==> config.mk <==
export PLATFORM = sky130hd
export DESIGN_NAME = aux_out_ctl
export DESIGN_NICKNAME = d
export VERILOG_FILES = /design/src/rtl/aux_pkg.sv /design/src/rtl/aux_evt_dec.sv /design/src/rtl/aux_state_reg.sv /design/src/rtl/aux_pad_enc.sv /design/src/rtl/aux_out_ctl.sv
export SDC_FILE = /design/constraint.sdc
export NUM_CORES = 1
export LEC_CHECK = 0
export ABC_AREA = 1
export BUFFER_PORTS_ARGS = -buffer_cell sky130_fd_sc_hd__buf_4
export CAP_MARGIN = 20
export CORE_AREA = 2 2 39 41
export CTS_CLUSTER_SIZE = 28
export DETAILED_ROUTE_END_ITERATION = 10
export DIE_AREA = 0 0 41 43
export GPL_TIMING_DRIVEN = 0
export PLACE_DENSITY = 0.34
export SLEW_MARGIN = 10
export SYNTH_ARGS = -nofsm -noshare
export SYNTH_HDL_FRONTEND = slang
export SYNTH_HIERARCHICAL = 1
export SYNTH_SLANG_ARGS = --single-unit
==> constraint.sdc <==
create_clock -name clk -period 1.1 [get_ports clk]
set_input_delay 0.22 -clock clk [delete_from_list [all_inputs] [get_ports clk]]
set_output_delay 0.22 -clock clk [all_outputs]
set_load 0.03 [all_outputs]
==> src/rtl/aux_pkg.sv <==
package aux_pkg;
  typedef enum logic [1:0] {
    ST_FLOAT = 2'b00,
    ST_LOW   = 2'b01,
    ST_HIGH  = 2'b10
  } aux_state_e;
endpackage

==> src/rtl/aux_evt_dec.sv <==
// Reduces mode-controller pulses into three control terms for the state register.
module aux_evt_dec #(
  parameter int CAUSE_W = 3,
  parameter logic [(1<<CAUSE_W)-1:0] FORCE_MASK = 8'b0000_1110
) (
  input  logic               ev_failsafe,
  input  logic               ev_restart,
  input  logic               ev_sleep,
  input  logic               ev_startup,
  input  logic [CAUSE_W-1:0] startup_cause,
  output logic               ev_any,
  output logic               force_always,
  output logic               force_if_high
);
  localparam int N_CAUSE = 1 << CAUSE_W;

  logic [N_CAUSE-1:0] cause_hit;
  logic               cause_forces;

  // one comparator per cause code, kept only where the mask marks it
  for (genvar i = 0; i < N_CAUSE; i++) begin : g_cause
    if (FORCE_MASK[i]) begin : g_on
      assign cause_hit[i] = (startup_cause == CAUSE_W'(i));
    end else begin : g_off
      assign cause_hit[i] = 1'b0;
    end
  end

  assign cause_forces  = |cause_hit;
  assign ev_any        = ev_failsafe | ev_restart | ev_sleep | ev_startup;
  assign force_always  = ev_failsafe;
  assign force_if_high = ev_restart | ev_sleep | (ev_startup & cause_forces);
endmodule

==> src/rtl/aux_state_reg.sv <==
// Holds the enable and level bits; events take priority over writes.
module aux_state_reg (
  input  logic clk,
  input  logic rst_n,
  input  logic cfg_wr,
  input  logic cfg_en,
  input  logic cfg_lvl,
  input  logic ev_any,
  input  logic force_always,
  input  logic force_if_high,
  output logic en_q,
  output logic lvl_q
);
  logic is_high;
  logic do_force;
  logic en_d;
  logic lvl_d;

  assign is_high  = en_q & lvl_q;
  assign do_force = force_always | (force_if_high & is_high);

  always_comb begin
    en_d  = en_q;
    lvl_d = lvl_q;
    if (do_force) begin
      en_d  = 1'b1;
      lvl_d = 1'b0;
    end else if (!ev_any && cfg_wr) begin
      en_d  = cfg_en;
      lvl_d = cfg_lvl;
    end
  end

  always_ff @(posedge clk or negedge rst_n) begin
    if (!rst_n) begin
      en_q  <= 1'b0;
      lvl_q <= 1'b0;
    end else begin
      en_q  <= en_d;
      lvl_q <= lvl_d;
    end
  end

  p_reset_float_r1: assert property (@(posedge clk)
    !rst_n |-> (!en_q && !lvl_q));

  p_write_load_r4: assert property (@(posedge clk) disable iff (!rst_n)
    (cfg_wr && !ev_any) |=> (en_q == $past(cfg_en) && lvl_q == $past(cfg_lvl)));

  p_failsafe_low_r5: assert property (@(posedge clk) disable iff (!rst_n)
    force_always |=> (en_q && !lvl_q));

  p_high_drop_r6: assert property (@(posedge clk) disable iff (!rst_n)
    (force_if_high && en_q && lvl_q) |=> (en_q && !lvl_q));

  p_write_lost_r8: assert property (@(posedge clk) disable iff (!rst_n)
    (cfg_wr && ev_any && !force_always && !(force_if_high && en_q && lvl_q))
      |=> $stable({en_q, lvl_q}));

  p_idle_hold_r10: assert property (@(posedge clk) disable iff (!rst_n)
    (!cfg_wr && !ev_any) |=> $stable({en_q, lvl_q}));
endmodule

==> src/rtl/aux_pad_enc.sv <==
// Maps the stored bits to pad controls and the state code.
module aux_pad_enc
  import aux_pkg::*;
(
  input  logic       en_q,
  input  logic       lvl_q,
  output logic       pad_oe,
  output logic       pad_lvl,
  output logic [1:0] state_code
);
  aux_state_e st;

  always_comb begin
    if (!en_q)      st = ST_FLOAT;
    else if (lvl_q) st = ST_HIGH;
    else            st = ST_LOW;
  end

  assign state_code = st;
  assign pad_oe     = (st != ST_FLOAT);
  assign pad_lvl    = (st == ST_HIGH);
endmodule

==> src/rtl/aux_out_ctl.sv <==
module aux_out_ctl #(
  parameter int CAUSE_W = 3,
  parameter logic [(1<<CAUSE_W)-1:0] FORCE_MASK = 8'b0000_1110
) (
  input  logic               clk,
  input  logic               rst_n,
  input  logic               cfg_wr,
  input  logic               cfg_en,
  input  logic               cfg_lvl,
  input  logic               ev_failsafe,
  input  logic               ev_restart,
  input  logic               ev_sleep,
  input  logic               ev_startup,
  input  logic [CAUSE_W-1:0] startup_cause,
  output logic               pad_oe,
  output logic               pad_lvl,
  output logic [1:0]         state_code,
  output logic               rd_en,
  output logic               rd_lvl
);
  logic ev_any;
  logic force_always;
  logic force_if_high;
  logic en_q;
  logic lvl_q;

  aux_evt_dec #(.CAUSE_W(CAUSE_W), .FORCE_MASK(FORCE_MASK)) u_dec (
    .ev_failsafe  (ev_failsafe),
    .ev_restart   (ev_restart),
    .ev_sleep     (ev_sleep),
    .ev_startup   (ev_startup),
    .startup_cause(startup_cause),
    .ev_any       (ev_any),
    .force_always (force_always),
    .force_if_high(force_if_high)
  );

  aux_state_reg u_reg (
    .clk          (clk),
    .rst_n        (rst_n),
    .cfg_wr       (cfg_wr),
    .cfg_en       (cfg_en),
    .cfg_lvl      (cfg_lvl),
    .ev_any       (ev_any),
    .force_always (force_always),
    .force_if_high(force_if_high),
    .en_q         (en_q),
    .lvl_q        (lvl_q)
  );

  aux_pad_enc u_enc (
    .en_q      (en_q),
    .lvl_q     (lvl_q),
    .pad_oe    (pad_oe),
    .pad_lvl   (pad_lvl),
    .state_code(state_code)
  );

  assign rd_en  = en_q;
  assign rd_lvl = lvl_q;

  p_code_legal_r9: assert property (@(posedge clk) disable iff (!rst_n)
    (state_code != 2'b11) && (!pad_oe -> !pad_lvl));

  p_float_r2: assert property (@(posedge clk) disable iff (!rst_n)
    !rd_en |-> (!pad_oe && state_code == 2'b00));

  p_drive_r3: assert property (@(posedge clk) disable iff (!rst_n)
    rd_en |-> (pad_oe && pad_lvl == rd_lvl));
endmodule

==> metrics.txt, run 1 <==
# TYPE chip_impl_metric gauge
chip_impl_metric{name="post_dp_cell_area",unit="um^2"} 344
chip_impl_metric{name="fmax",unit="MHz"} 832
chip_impl_info{name="tritoncts",value="done"} 1
chip_impl_info{name="hp-start",value="cfg_lvl"} 1
chip_impl_metric{name="syn_area",unit="um^2"} 190
chip_impl_metric{name="design.die.area",unit="mm^2"} 0.00176
chip_impl_metric{name="number_of_global_route_vias_before_repair",unit=""} 255
chip_impl_metric{name="place_congestion",unit=""} 0.653
chip_impl_metric{name="cts_num_sinks",unit=""} 2
chip_impl_metric{name="worst_ep_required_time",unit="ps"} 880
chip_impl_info{name="timing.critical_path.slowest_stage_cell",value="sky130_fd_sc_hd__dfrtp_2"} 1
chip_impl_metric{name="worst_hold_slack",unit="ps"} 296
chip_impl_info{name="timing.critical_path.from_type",value="register"} 1
chip_impl_metric{name="hold_viol",unit=""} 0
chip_impl_info{name="critical-path-top-cell-by-count",value="sky130_fd_sc_hd__buf_6"} 1
chip_impl_metric{name="finalWirelength",unit="um"} 542
chip_impl_metric{name="synth-seq-area-share",unit=""} 0.263
chip_impl_metric{name="h-tree-depth",unit=""} 1
chip_impl_metric{name="cts_inserted_buffers",unit=""} 3
chip_impl_metric{name="chipWidth",unit="um"} 41
chip_impl_metric{name="filler_cell_count",unit=""} 161
chip_impl_metric{name="max_cap_viol_count",unit=""} 0
chip_impl_metric{name="die-height",unit="um"} 43
chip_impl_info{name="synth_area_leader_cell",value="sky130_fd_sc_hd__dfrtp_1"} 1
chip_impl_metric{name="synth_seq_cells",unit=""} 2
chip_impl_metric{name="drt.antenna.violating_nets",unit=""} 0
chip_impl_metric{name="grtUsageTotal",unit=""} 0.0823
chip_impl_metric{name="synth_async_sr_flop_share",unit=""} 1.00
chip_impl_info{name="worst_r2r_endpoint",value="u_reg/en_q$_DFFE_PN0P_"} 1
chip_impl_metric{name="total_drc_errors_in_the_routed_layout",unit=""} 0
chip_impl_metric{name="n_diodes",unit=""} 0
chip_impl_metric{name="post-route-period-util",unit=""} 1.09
chip_impl_metric{name="yosys_warnings",unit=""} 6
chip_impl_metric{name="clk_pin_slew_worst_paths",unit="ps"} 30
chip_impl_metric{name="start_util",unit=""} 0.137
chip_impl_metric{name="firstDrtPassIters",unit=""} 1
chip_impl_metric{name="clk-insertion-delay-late",unit="ps"} 220
chip_impl_metric{name="synth_nets",unit=""} 45
chip_impl_info{name="worst-setup-path-type",value="register to output port"} 1
chip_impl_info{name="yosys-top-cells-area",value="sky130_fd_sc_hd__dfrtp_1 (26%), sky130_fd_sc_hd__nand2_1 (22%), sky130_fd_sc_hd__inv_1 (18%)"} 1
chip_impl_metric{name="final_design_area_no_fill",unit="um^2"} 417
chip_impl_metric{name="syn_avg_cell_area",unit="um^2"} 5.76
chip_impl_info{name="endpoint_kind",value="output port"} 1
chip_impl_metric{name="final_max_slew_viol_count",unit=""} 0
chip_impl_metric{name="rows",unit=""} 14
chip_impl_metric{name="number_of_different_library_cells_in_the_post_synthesis_netlist",unit=""} 10
chip_impl_metric{name="synthDominantCellAreaShare",unit=""} 0.263
chip_impl_info{name="synth.most_common_cell",value="sky130_fd_sc_hd__nand2_1"} 1
chip_impl_metric{name="timing.clock.skew",unit="ps"} 0.747
chip_impl_metric{name="area_of_the_core_region",unit="mm^2"} 0.00138
chip_impl_metric{name="pin_count_of_the_biggest_net_entering_global_routing",unit=""} 6
chip_impl_info{name="min-delay-path-class",value="input pin to register"} 1
chip_impl_metric{name="port_buffers",unit=""} 17
chip_impl_metric{name="worst_r2r_path_depth",unit=""} 5
chip_impl_info{name="synth_top_cells_by_count",value="sky130_fd_sc_hd__nand2_1 (11), sky130_fd_sc_hd__inv_1 (9)"} 1
chip_impl_metric{name="setup_slack",unit="ps"} -102
chip_impl_info{name="regToRegStartpoint",value="u_reg/en_q$_DFFE_PN0P_"} 1
chip_impl_metric{name="worst_ep_arrival_time",unit="ps"} 980
chip_impl_metric{name="setup_viol",unit=""} 5
chip_impl_metric{name="vdd_ir_drop_max",unit="mV"} 0.246
chip_impl_metric{name="clock_tree.buffer_depth",unit=""} 2
chip_impl_metric{name="hpwl",unit="um"} 409
chip_impl_metric{name="max-slew-margin-rel",unit=""} 0.916
chip_impl_info{name="post_synth_top_flop",value="sky130_fd_sc_hd__dfrtp_1"} 1
chip_impl_metric{name="grt.overflow.total",unit=""} 0
chip_impl_metric{name="cellLeakagePower",unit="nW"} 0.248
chip_impl_info{name="ctsRootBufferMaster",value="sky130_fd_sc_hd__clkbuf_4"} 1
chip_impl_metric{name="worst-r2r-setup-slack",unit="ps"} 170
chip_impl_metric{name="nNetsFinal",unit=""} 71
chip_impl_metric{name="cp_slowest_stage_delay",unit="ps"} 420
chip_impl_metric{name="post_drt_via_cell_ratio",unit=""} 3.55
chip_impl_metric{name="grt_pass1_wl",unit="um"} 910
chip_impl_metric{name="detailroute.via_count",unit=""} 259
chip_impl_metric{name="power.density_cell_area",unit="mW/mm^2"} 736
chip_impl_metric{name="drt_iter0_markers",unit=""} 0
chip_impl_metric{name="fraction_of_layout_instances_using_a_drive_strength_above_1",unit=""} 0.561
chip_impl_metric{name="number_of_antenna_violations_at_the_first_check_in_global_routing",unit=""} 0
chip_impl_metric{name="measured_slew_at_the_worst_slew_check_pin",unit="ps"} 126
chip_impl_info{name="cp_cell_sequence",value="nand2_2 > inv_2 > buf_6 > buf_6"} 1
chip_impl_info{name="status",value="finished with violations"} 1
chip_impl_info{name="critical_path.startpoint",value="u_reg/lvl_q$_DFFE_PN0P_"} 1
chip_impl_metric{name="critical_path_fanout_max",unit=""} 4
chip_impl_metric{name="detail_route.wl_per_cell",unit="um"} 7.42
chip_impl_metric{name="area_delta_synth_final",unit="%"} 119
chip_impl_info{name="crit_end",value="state_code[1]"} 1
chip_impl_info{name="rsz0062_at_grt",value="true"} 1
chip_impl_metric{name="count_of_mapped_cells_out_of_synthesis",unit=""} 33
chip_impl_info{name="violations_in_the_final_reports",value="negative setup slack"} 1
chip_impl_metric{name="number_of_enable_flip_flop_cells_after_synthesis",unit=""} 0
chip_impl_metric{name="timing.final.crit_period",unit="ps"} 1200
chip_impl_metric{name="ios",unit=""} 18
[repair_timing]
item	in CTS	in global routing
hold endpoints to repair	2	0
setup buffers	2	1
pin swaps	1	1
hold buffers	1	0
endpoints found under the setup margin	4	4
resized for setup	3	2
[per-layer routing]
metal	track usage	vias up	routed length [um]
li1	-	139	-
met1	0.0675	111	202
met2	0.125	7	293
met3	0.0471	2	37
met4	0.0800	0	8
met5	0	-	0
[state kept, by name (all words and copies together), names as in the netlist]
| register | count |
|---|---|
| u_reg/en_q | 1 |
| u_reg/lvl_q | 1 |
[stage by stage]
step	total power [W]	setup WS, ps	TNS, ps	utilization	std cells
after global routing	0.000326	-131	-357	0.301	73
after detailed placement	0.000143	73.8	0	0.249	66
after floorplan	0.000103	22.6	0	-	33
final	0.000306	-102	-205	0.301	73
after CTS	0.000318	-112	-217	0.290	72
after global placement	0.000143	81.6	0	0.249	66
[worst min path at each step]
| stage | to | slack [ps] | cells past startpoint |
|---|---|---|---|
| after floorplan | u_reg/en_q$_DFFE_PN0P_ | -80 | 0 |
| after detailed placement | u_reg/en_q$_DFFE_PN0P_ | 5 | 1 |
| after global routing | u_reg/lvl_q$_DFFE_PN0P_ | 310 | 3 |
| after CTS | u_reg/lvl_q$_DFFE_PN0P_ | 290 | 3 |
| after global placement | u_reg/en_q$_DFFE_PN0P_ | 5 | 1 |
| final | u_reg/lvl_q$_DFFE_PN0P_ | 300 | 3 |
[worst max-delay path, delay by kind of cell (launching register included)]
kind | cells | cell delay [ps]
DFF | 1 | 420
buffers and inverters | 3 | 260
and+or+nand+nor | 1 | 80
[power breakdown]
group | switching, W | leakage, nW | internal, W
clock | 0.0000385 | 0.0138 | 0.000120
combinational | 0.0000275 | 0.213 | 0.0000440
sequential | 0.00000129 | 0.0208 | 0.0000752
[cells by family (layout without fill, tap and decap cells)]
family,after synthesis,in the layout,share of synthesized area
AOI/OAI and AO/OA,1,1,0.0461
buffers and inverters,12,36,0.276
DFF,2,2,0.263
and+or+nand+nor,18,18,0.414
[final cells by class]
class                   count  area, um^2  area share
repair buffers             21         175       0.420
multi-input cells          19        90.1       0.216
well taps                  16        20.0      0.0480
clock buffers               3        22.5      0.0541
flip-flops and latches      2        52.6       0.126
inverters                   9        33.8      0.0811
plain buffers               3        22.5      0.0541
[layout by cell type, fill, tap and decap left out]
cell type                       synthesis  routed
sky130_fd_sc_hd__clkbuf_1               1       1
sky130_fd_sc_hd__nor2_2                 2       2
sky130_fd_sc_hd__buf_6                  0       5
sky130_fd_sc_hd__clkbuf_4               0       3
sky130_fd_sc_hd__nor2_1                 2       2
sky130_fd_sc_hd__dfrtp_2                0       2
sky130_fd_sc_hd__inv_2                  0       1
sky130_fd_sc_hd__a21oi_2                1       1
sky130_fd_sc_hd__buf_4                  2      17
sky130_fd_sc_hd__nand2_1               11      10
sky130_fd_sc_hd__dlygate4sd3_1          0       1
sky130_fd_sc_hd__nand3_1                2       2
sky130_fd_sc_hd__inv_1                  9       8
sky130_fd_sc_hd__nand3b_1               1       1
sky130_fd_sc_hd__nand2_2                0       1
(Power assumes the default switching activity.)
==> inputs of run 2 (changes only) <==
CTS_BUF_LIST = sky130_fd_sc_hd__clkbuf_8   (was default)
==> run 2 against run 1 <==
  * Clock skew rose by 1.6 ps
  * Sequential power barely moved
  * Non-clock buffer count did not move
  * Largest cell class unchanged
  * Sequential cell count did not move
  * Utilization rose by 1.4 points
  * Combinational power barely moved
  * The run still ends with negative setup slack left
  * Clock power rose by 79%
  * Critical path depth did not move
  * Fmax rose by 1.3%
  * Wire length rose by 3.3%
  * Setup slack improved by 15 ps
==> metrics.txt, run 2 (synthesis gave the netlist of run 1 again) <==
# TYPE chip_impl_metric gauge
chip_impl_metric{name="critical_path_fanout_max",unit=""} 4
chip_impl_metric{name="ios",unit=""} 18
chip_impl_metric{name="nNetsFinal",unit=""} 71
chip_impl_metric{name="number_of_global_route_vias_before_repair",unit=""} 265
chip_impl_metric{name="post-route-period-util",unit=""} 1.08
chip_impl_info{name="timing.critical_path.from_type",value="register"} 1
chip_impl_metric{name="worst_ep_arrival_time",unit="ps"} 970
chip_impl_metric{name="final_design_area_no_fill",unit="um^2"} 435
chip_impl_info{name="endpoint_kind",value="output port"} 1
chip_impl_metric{name="design.die.area",unit="mm^2"} 0.00176
chip_impl_metric{name="finalWirelength",unit="um"} 560
chip_impl_metric{name="chipWidth",unit="um"} 41
chip_impl_metric{name="port_buffers",unit=""} 17
chip_impl_info{name="ctsRootBufferMaster",value="sky130_fd_sc_hd__clkbuf_8"} 1
chip_impl_metric{name="start_util",unit=""} 0.137
chip_impl_metric{name="finish.utilization",unit=""} 0.315
chip_impl_metric{name="drt.antenna.violating_nets",unit=""} 0
chip_impl_metric{name="final_max_slew_viol_count",unit=""} 0
chip_impl_metric{name="firstDrtPassIters",unit=""} 1
chip_impl_metric{name="pin_count_of_the_biggest_net_entering_global_routing",unit=""} 6
chip_impl_metric{name="rows",unit=""} 14
chip_impl_metric{name="hpwl",unit="um"} 409
chip_impl_metric{name="vdd_ir_drop_max",unit="mV"} 0.601
chip_impl_info{name="violations_in_the_final_reports",value="negative setup slack"} 1
chip_impl_metric{name="setup_slack",unit="ps"} -87.4
chip_impl_metric{name="n_diodes",unit=""} 0
chip_impl_metric{name="detailroute.via_count",unit=""} 260
chip_impl_info{name="mostFrequentLayoutCells",value="sky130_fd_sc_hd__buf_4 (17), sky130_fd_sc_hd__nand2_1 (10), sky130_fd_sc_hd__inv_1 (8)"} 1
chip_impl_metric{name="area_of_the_core_region",unit="mm^2"} 0.00138
chip_impl_metric{name="filler_cell_count",unit=""} 160
chip_impl_info{name="tritoncts",value="done"} 1
chip_impl_metric{name="max-slew-margin-rel",unit=""} 0.916
chip_impl_metric{name="fraction_of_layout_instances_using_a_drive_strength_above_1",unit=""} 0.561
chip_impl_metric{name="worst_r2r_path_depth",unit=""} 5
chip_impl_metric{name="h-tree-depth",unit=""} 1
chip_impl_metric{name="clock_tree.buffer_depth",unit=""} 2
chip_impl_metric{name="grtUsageTotal",unit=""} 0.0823
chip_impl_metric{name="die-height",unit="um"} 43
chip_impl_metric{name="cts_num_sinks",unit=""} 2
chip_impl_metric{name="total_drc_errors_in_the_routed_layout",unit=""} 0
chip_impl_info{name="layout.cells.most_common",value="sky130_fd_sc_hd__buf_4"} 1
chip_impl_metric{name="place_congestion",unit=""} 0.653
chip_impl_metric{name="hold_path_depth",unit=""} 3
chip_impl_info{name="status",value="finished with violations"} 1
chip_impl_metric{name="max_cap_viol_count",unit=""} 0
chip_impl_metric{name="setup_viol",unit=""} 4
chip_impl_metric{name="timing.final.crit_period",unit="ps"} 1190
chip_impl_metric{name="worst_ep_required_time",unit="ps"} 880
chip_impl_info{name="rsz0062_at_grt",value="true"} 1
chip_impl_metric{name="cts_inserted_buffers",unit=""} 3
chip_impl_metric{name="post_dp_cell_area",unit="um^2"} 344
chip_impl_info{name="top_flop_regs",value="u_reg/en_q (1), u_reg/lvl_q (1)"} 1
chip_impl_metric{name="grt_pass1_wl",unit="um"} 938
chip_impl_info{name="worst-setup-path-type",value="register to output port"} 1
chip_impl_metric{name="detail_route.wl_per_cell",unit="um"} 7.67
chip_impl_metric{name="cellLeakagePower",unit="nW"} 0.255
chip_impl_metric{name="drt_iter0_markers",unit=""} 0
chip_impl_metric{name="grt.overflow.total",unit=""} 0
chip_impl_metric{name="measured_slew_at_the_worst_slew_check_pin",unit="ps"} 126
chip_impl_metric{name="power.density_cell_area",unit="mW/mm^2"} 993
chip_impl_metric{name="post_drt_via_cell_ratio",unit=""} 3.56
chip_impl_metric{name="hold_viol",unit=""} 0
chip_impl_metric{name="clk-insertion-delay-late",unit="ps"} 210
chip_impl_metric{name="worst-r2r-setup-slack",unit="ps"} 170
chip_impl_info{name="min-delay-path-class",value="input pin to register"} 1
chip_impl_metric{name="timing.clock.skew",unit="ps"} 2.39
chip_impl_metric{name="area_delta_synth_final",unit="%"} 129
chip_impl_metric{name="fmax",unit="MHz"} 842
chip_impl_metric{name="clk_pin_slew_worst_paths",unit="ps"} 30
chip_impl_metric{name="number_of_antenna_violations_at_the_first_check_in_global_routing",unit=""} 0
## run 2: cell counts in the layout (fill, tap and decap cells not counted)
Identical to the previous run, type by type.
## run 2: final timing paths
check	startpoint	end
min	cfg_lvl	u_reg/lvl_q$_DFFE_PN0P_
max in group asynchronous	rst_n	u_reg/lvl_q$_DFFE_PN0P_
min reg2reg	u_reg/lvl_q$_DFFE_PN0P_	u_reg/lvl_q$_DFFE_PN0P_
max reg2reg	u_reg/en_q$_DFFE_PN0P_	u_reg/en_q$_DFFE_PN0P_
max	u_reg/lvl_q$_DFFE_PN0P_	state_code[1]
min in group asynchronous	rst_n	u_reg/en_q$_DFFE_PN0P_
## run 2: per-stage QoR
step                setup TNS (ps)  total power [W]  setup slack, ps  instances  hold WS (ps)
finish                        -141         0.000432            -87.4         73           307
global route                  -276         0.000457             -113         73           324
CTS                           -138         0.000441            -91.7         72           309
detailed placement               0         0.000143             73.8         66          4.59
global placement                 0         0.000143             81.6         66          4.82
floorplan                        0         0.000103             22.6         33         -75.6
## run 2: metal layers
| metal | vias up | track usage | part of all wire |
|---|---|---|---|
| li1 | 139 | - | - |
| met5 | - | 0 | 0 |
| met1 | 112 | 0.0675 | 0.36 |
| met3 | 2 | 0.0314 | 0.061 |
| met2 | 7 | 0.134 | 0.56 |
| met4 | 0 | 0.0800 | 0.014 |
## run 2: report_power, final
part | total [W] | internal (W) | switching (W)
registers | 0.0000765 | 0.0000752 | 0.00000129
logic | 0.0000715 | 0.0000440 | 0.0000276
clock network | 0.000284 | 0.000231 | 0.0000532
total | 0.000432 | 0.000350 | 0.0000821
## run 2: critical path: stages (launching register included)
cell,delay (ps)
sky130_fd_sc_hd__dfrtp_2,420
sky130_fd_sc_hd__nand2_2,80
sky130_fd_sc_hd__inv_2,40
sky130_fd_sc_hd__buf_6,100
sky130_fd_sc_hd__buf_6,120
## run 2: repair_timing
action                                 in CTS  in global routing
buffers inserted                            2                  1
setup endpoints to repair                   4                  4
hold buffers                                1                  0
resized for setup                           3                  2
pin swaps                                   1                  1
endpoints found under the hold margin       2                  0
## run 2: final cells by class
| class | count | area (um^2) | area share |
|---|---|---|---|
| flip-flops and latches | 2 | 52.6 | 0.121 |
| clock buffers | 3 | 41.3 | 0.0948 |
| multi-input cells | 19 | 90.1 | 0.207 |
| well taps | 16 | 20.0 | 0.0460 |
| plain buffers | 3 | 22.5 | 0.0517 |
| inverters | 9 | 33.8 | 0.0776 |
| repair buffers | 21 | 175 | 0.402 |
==> inputs of run 3 (changes only) <==
PLACE_DENSITY = 0.36   (was 0.34)
clock period = 1 ns   (was 1.1 ns; I/O delays follow)
==> run 3 against run 2 <==
  * Hold slack got worse by 24 ps
  * Highest routed layer is now met3
  * Critical endpoint unchanged
  * The run still ends with negative setup slack left
  * Critical path type unchanged
  * Global-route usage decreased by 0.60 points
  * First-iteration DRC count rose by 2
  * Sequential cell count stayed put
  * Utilization fell by 0.27 points
  * Largest cell class unchanged
  * Via count is 3.8% lower
  * Combinational power increased by 9.5%
  * Setup slack worse by 71 ps
  * Clock-buffer cell count unchanged
==> metrics.txt, run 3 (synthesis gave the netlist of run 1 again) <==
# TYPE chip_impl_metric gauge
chip_impl_info{name="grt.busiest_layer",value="met2"} 1
chip_impl_metric{name="number_of_antenna_violations_at_the_first_check_in_global_routing",unit=""} 0
chip_impl_metric{name="worst_r2r_path_depth",unit=""} 5
chip_impl_metric{name="total_drc_errors_in_the_routed_layout",unit=""} 0
chip_impl_metric{name="finish.utilization",unit=""} 0.312
chip_impl_metric{name="clock_tree.buffer_depth",unit=""} 2
chip_impl_info{name="regToRegStartpoint",value="u_reg/en_q$_DFFE_PN0P_"} 1
chip_impl_metric{name="timing.clock.skew",unit="ps"} 2.39
chip_impl_metric{name="firstDrtPassIters",unit=""} 4
chip_impl_info{name="ctsRootBufferMaster",value="sky130_fd_sc_hd__clkbuf_8"} 1
chip_impl_metric{name="hpwl",unit="um"} 403
chip_impl_metric{name="stdcell_count",unit=""} 72
chip_impl_metric{name="clk_pin_slew_worst_paths",unit="ps"} 30
chip_impl_metric{name="drt_iter0_markers",unit=""} 2
chip_impl_info{name="timing.critical_path.from_type",value="register"} 1
chip_impl_metric{name="cts_num_sinks",unit=""} 2
chip_impl_info{name="layout.cells.most_common",value="sky130_fd_sc_hd__buf_4"} 1
chip_impl_metric{name="ios",unit=""} 18
chip_impl_metric{name="post_dp_cell_area",unit="um^2"} 344
chip_impl_metric{name="max_cap_viol_count",unit=""} 0
chip_impl_metric{name="detailroute.via_count",unit=""} 250
chip_impl_metric{name="chipWidth",unit="um"} 41
chip_impl_metric{name="hold_viol",unit=""} 0
chip_impl_metric{name="groute.layer.met1.usage",unit=""} 0.0675
chip_impl_metric{name="start_util",unit=""} 0.137
chip_impl_metric{name="design.die.area",unit="mm^2"} 0.00176
chip_impl_metric{name="rows",unit=""} 14
chip_impl_metric{name="setup_viol",unit=""} 5
chip_impl_metric{name="post-route-period-util",unit=""} 1.16
chip_impl_metric{name="port_buffers",unit=""} 17
chip_impl_metric{name="area_of_the_core_region",unit="mm^2"} 0.00138
chip_impl_metric{name="finalWirelength",unit="um"} 494
chip_impl_metric{name="grt_pass1_wl",unit="um"} 876
chip_impl_metric{name="worst_ep_required_time",unit="ps"} 800
chip_impl_info{name="status",value="finished with violations"} 1
chip_impl_metric{name="setup_slack",unit="ps"} -158
chip_impl_info{name="top_flop_regs",value="u_reg/en_q (1), u_reg/lvl_q (1)"} 1
chip_impl_metric{name="filler_cell_count",unit=""} 160
chip_impl_metric{name="h-tree-depth",unit=""} 1
chip_impl_metric{name="power.density_cell_area",unit="mW/mm^2"} 1100
chip_impl_metric{name="grtUsageTotal",unit=""} 0.0763
chip_impl_metric{name="die-height",unit="um"} 43
chip_impl_info{name="tritoncts",value="done"} 1
chip_impl_metric{name="post_drt_via_cell_ratio",unit=""} 3.47
chip_impl_metric{name="clk-insertion-delay-late",unit="ps"} 210
chip_impl_metric{name="grt_util_met2",unit=""} 0.125
chip_impl_info{name="hp-start",value="cfg_lvl"} 1
chip_impl_metric{name="dpl.cell_count",unit=""} 66
chip_impl_metric{name="place_congestion",unit=""} 0.650
chip_impl_metric{name="setup_tns",unit="ps"} -497
chip_impl_metric{name="final_max_slew_viol_count",unit=""} 0
chip_impl_info{name="rsz0062_at_grt",value="true"} 1
chip_impl_metric{name="drt.antenna.violating_nets",unit=""} 0
chip_impl_info{name="min-delay-path-class",value="input pin to register"} 1
chip_impl_metric{name="grt_util_met3",unit=""} 0.0314
chip_impl_metric{name="fmax",unit="MHz"} 863
chip_impl_metric{name="totalPowerFinal",unit="W"} 0.000474
chip_impl_info{name="violations_in_the_final_reports",value="negative setup slack"} 1
chip_impl_metric{name="worst_ep_arrival_time",unit="ps"} 960
chip_impl_metric{name="hold_path_depth",unit=""} 3
chip_impl_info{name="worst-setup-path-type",value="register to output port"} 1
chip_impl_metric{name="nNetsFinal",unit=""} 70
chip_impl_metric{name="cts_inserted_buffers",unit=""} 3
chip_impl_info{name="critical_path.startpoint",value="u_reg/lvl_q$_DFFE_PN0P_"} 1
chip_impl_metric{name="final_design_area_no_fill",unit="um^2"} 432
chip_impl_metric{name="detail_route.wl_per_cell",unit="um"} 6.86
chip_impl_metric{name="n_diodes",unit=""} 0
chip_impl_metric{name="measured_slew_at_the_worst_slew_check_pin",unit="ps"} 120
chip_impl_metric{name="cellLeakagePower",unit="nW"} 0.252
chip_impl_metric{name="vdd_ir_drop_max",unit="mV"} 0.707
chip_impl_info{name="mostFrequentLayoutCells",value="sky130_fd_sc_hd__buf_4 (15), sky130_fd_sc_hd__nand2_1 (10), sky130_fd_sc_hd__inv_1 (8)"} 1
chip_impl_metric{name="timing.final.crit_period",unit="ps"} 1160
chip_impl_metric{name="grt.overflow.total",unit=""} 0
chip_impl_metric{name="fraction_of_layout_instances_using_a_drive_strength_above_1",unit=""} 0.554
chip_impl_metric{name="area_delta_synth_final",unit="%"} 127
chip_impl_info{name="endpoint_kind",value="output port"} 1
chip_impl_metric{name="max-slew-margin-rel",unit=""} 0.920
chip_impl_metric{name="critical_path_fanout_max",unit=""} 4
chip_impl_metric{name="number_of_global_route_vias_before_repair",unit=""} 262
chip_impl_metric{name="pin_count_of_the_biggest_net_entering_global_routing",unit=""} 6
[run 3: cell types whose count changed in the layout (fill, tap and decap cells not counted)]
cell,delta
sky130_fd_sc_hd__buf_4,-2
sky130_fd_sc_hd__buf_6,+1
[run 3: worst paths after layout]
path / to / slack (ps)
max in group asynchronous: u_reg/lvl_q$_DFFE_PN0P_ / 590
setup reg to reg: u_reg/en_q$_DFFE_PN0P_ / 60
hold reg to reg: u_reg/lvl_q$_DFFE_PN0P_ / 600
min in group asynchronous: u_reg/en_q$_DFFE_PN0P_ / 310
hold / removal: u_reg/lvl_q$_DFFE_PN0P_ / 280
setup / recovery: state_code[1] / -160
[run 3: critical path: stages, from the launching register on]
cell and delay [ps]:
sky130_fd_sc_hd__dfrtp_2 420, sky130_fd_sc_hd__nand2_2 70, sky130_fd_sc_hd__inv_2 40, sky130_fd_sc_hd__buf_6 100, sky130_fd_sc_hd__buf_6 120
[run 3: metal layers]
layer | routed length (um) | up-vias
met4 | 0 | 0
li1 | - | 138
met5 | 0 | -
met1 | 188 | 106
met3 | 34 | 0
met2 | 272 | 6
[run 3: power by group]
group,internal (W),switching [W]
combinational,0.0000481,0.0000302
clock,0.000254,0.0000572
sequential,0.0000828,0.00000140
total,0.000385,0.0000888
[run 3: metrics by stage]
| stage | hold slack, ps | worst slack [ps] |
|---|---|---|
| after floorplan | -95.6 | -57.4 |
| after global placement | -16.5 | 6.09 |
| after detailed placement | -15.5 | 3.43 |
| after CTS | 286 | -177 |
| after global routing | 300 | -190 |
| final | 284 | -158 |
[run 3: cell type report]
| cell class | count | area [um^2] | area share |
|---|---|---|---|
| Timing Repair Buffer | 20 | 171 | 0.397 |
| Multi-Input combinational cell | 19 | 90.1 | 0.209 |
| Sequential cell | 2 | 52.6 | 0.122 |
| Clock buffer | 3 | 41.3 | 0.0957 |
| Inverter | 9 | 33.8 | 0.0783 |
| Buffer | 3 | 22.5 | 0.0522 |
| Tap cell | 16 | 20.0 | 0.0464 |
[run 3: repair_timing]
item                                    4_1_cts  5_1_grt
hold buffers                                  1        0
hold endpoints to repair                      2        0
resized for setup                             5        1
pin swaps                                     1        0
endpoints found under the setup margin        6        5
setup buffers                                 2        0
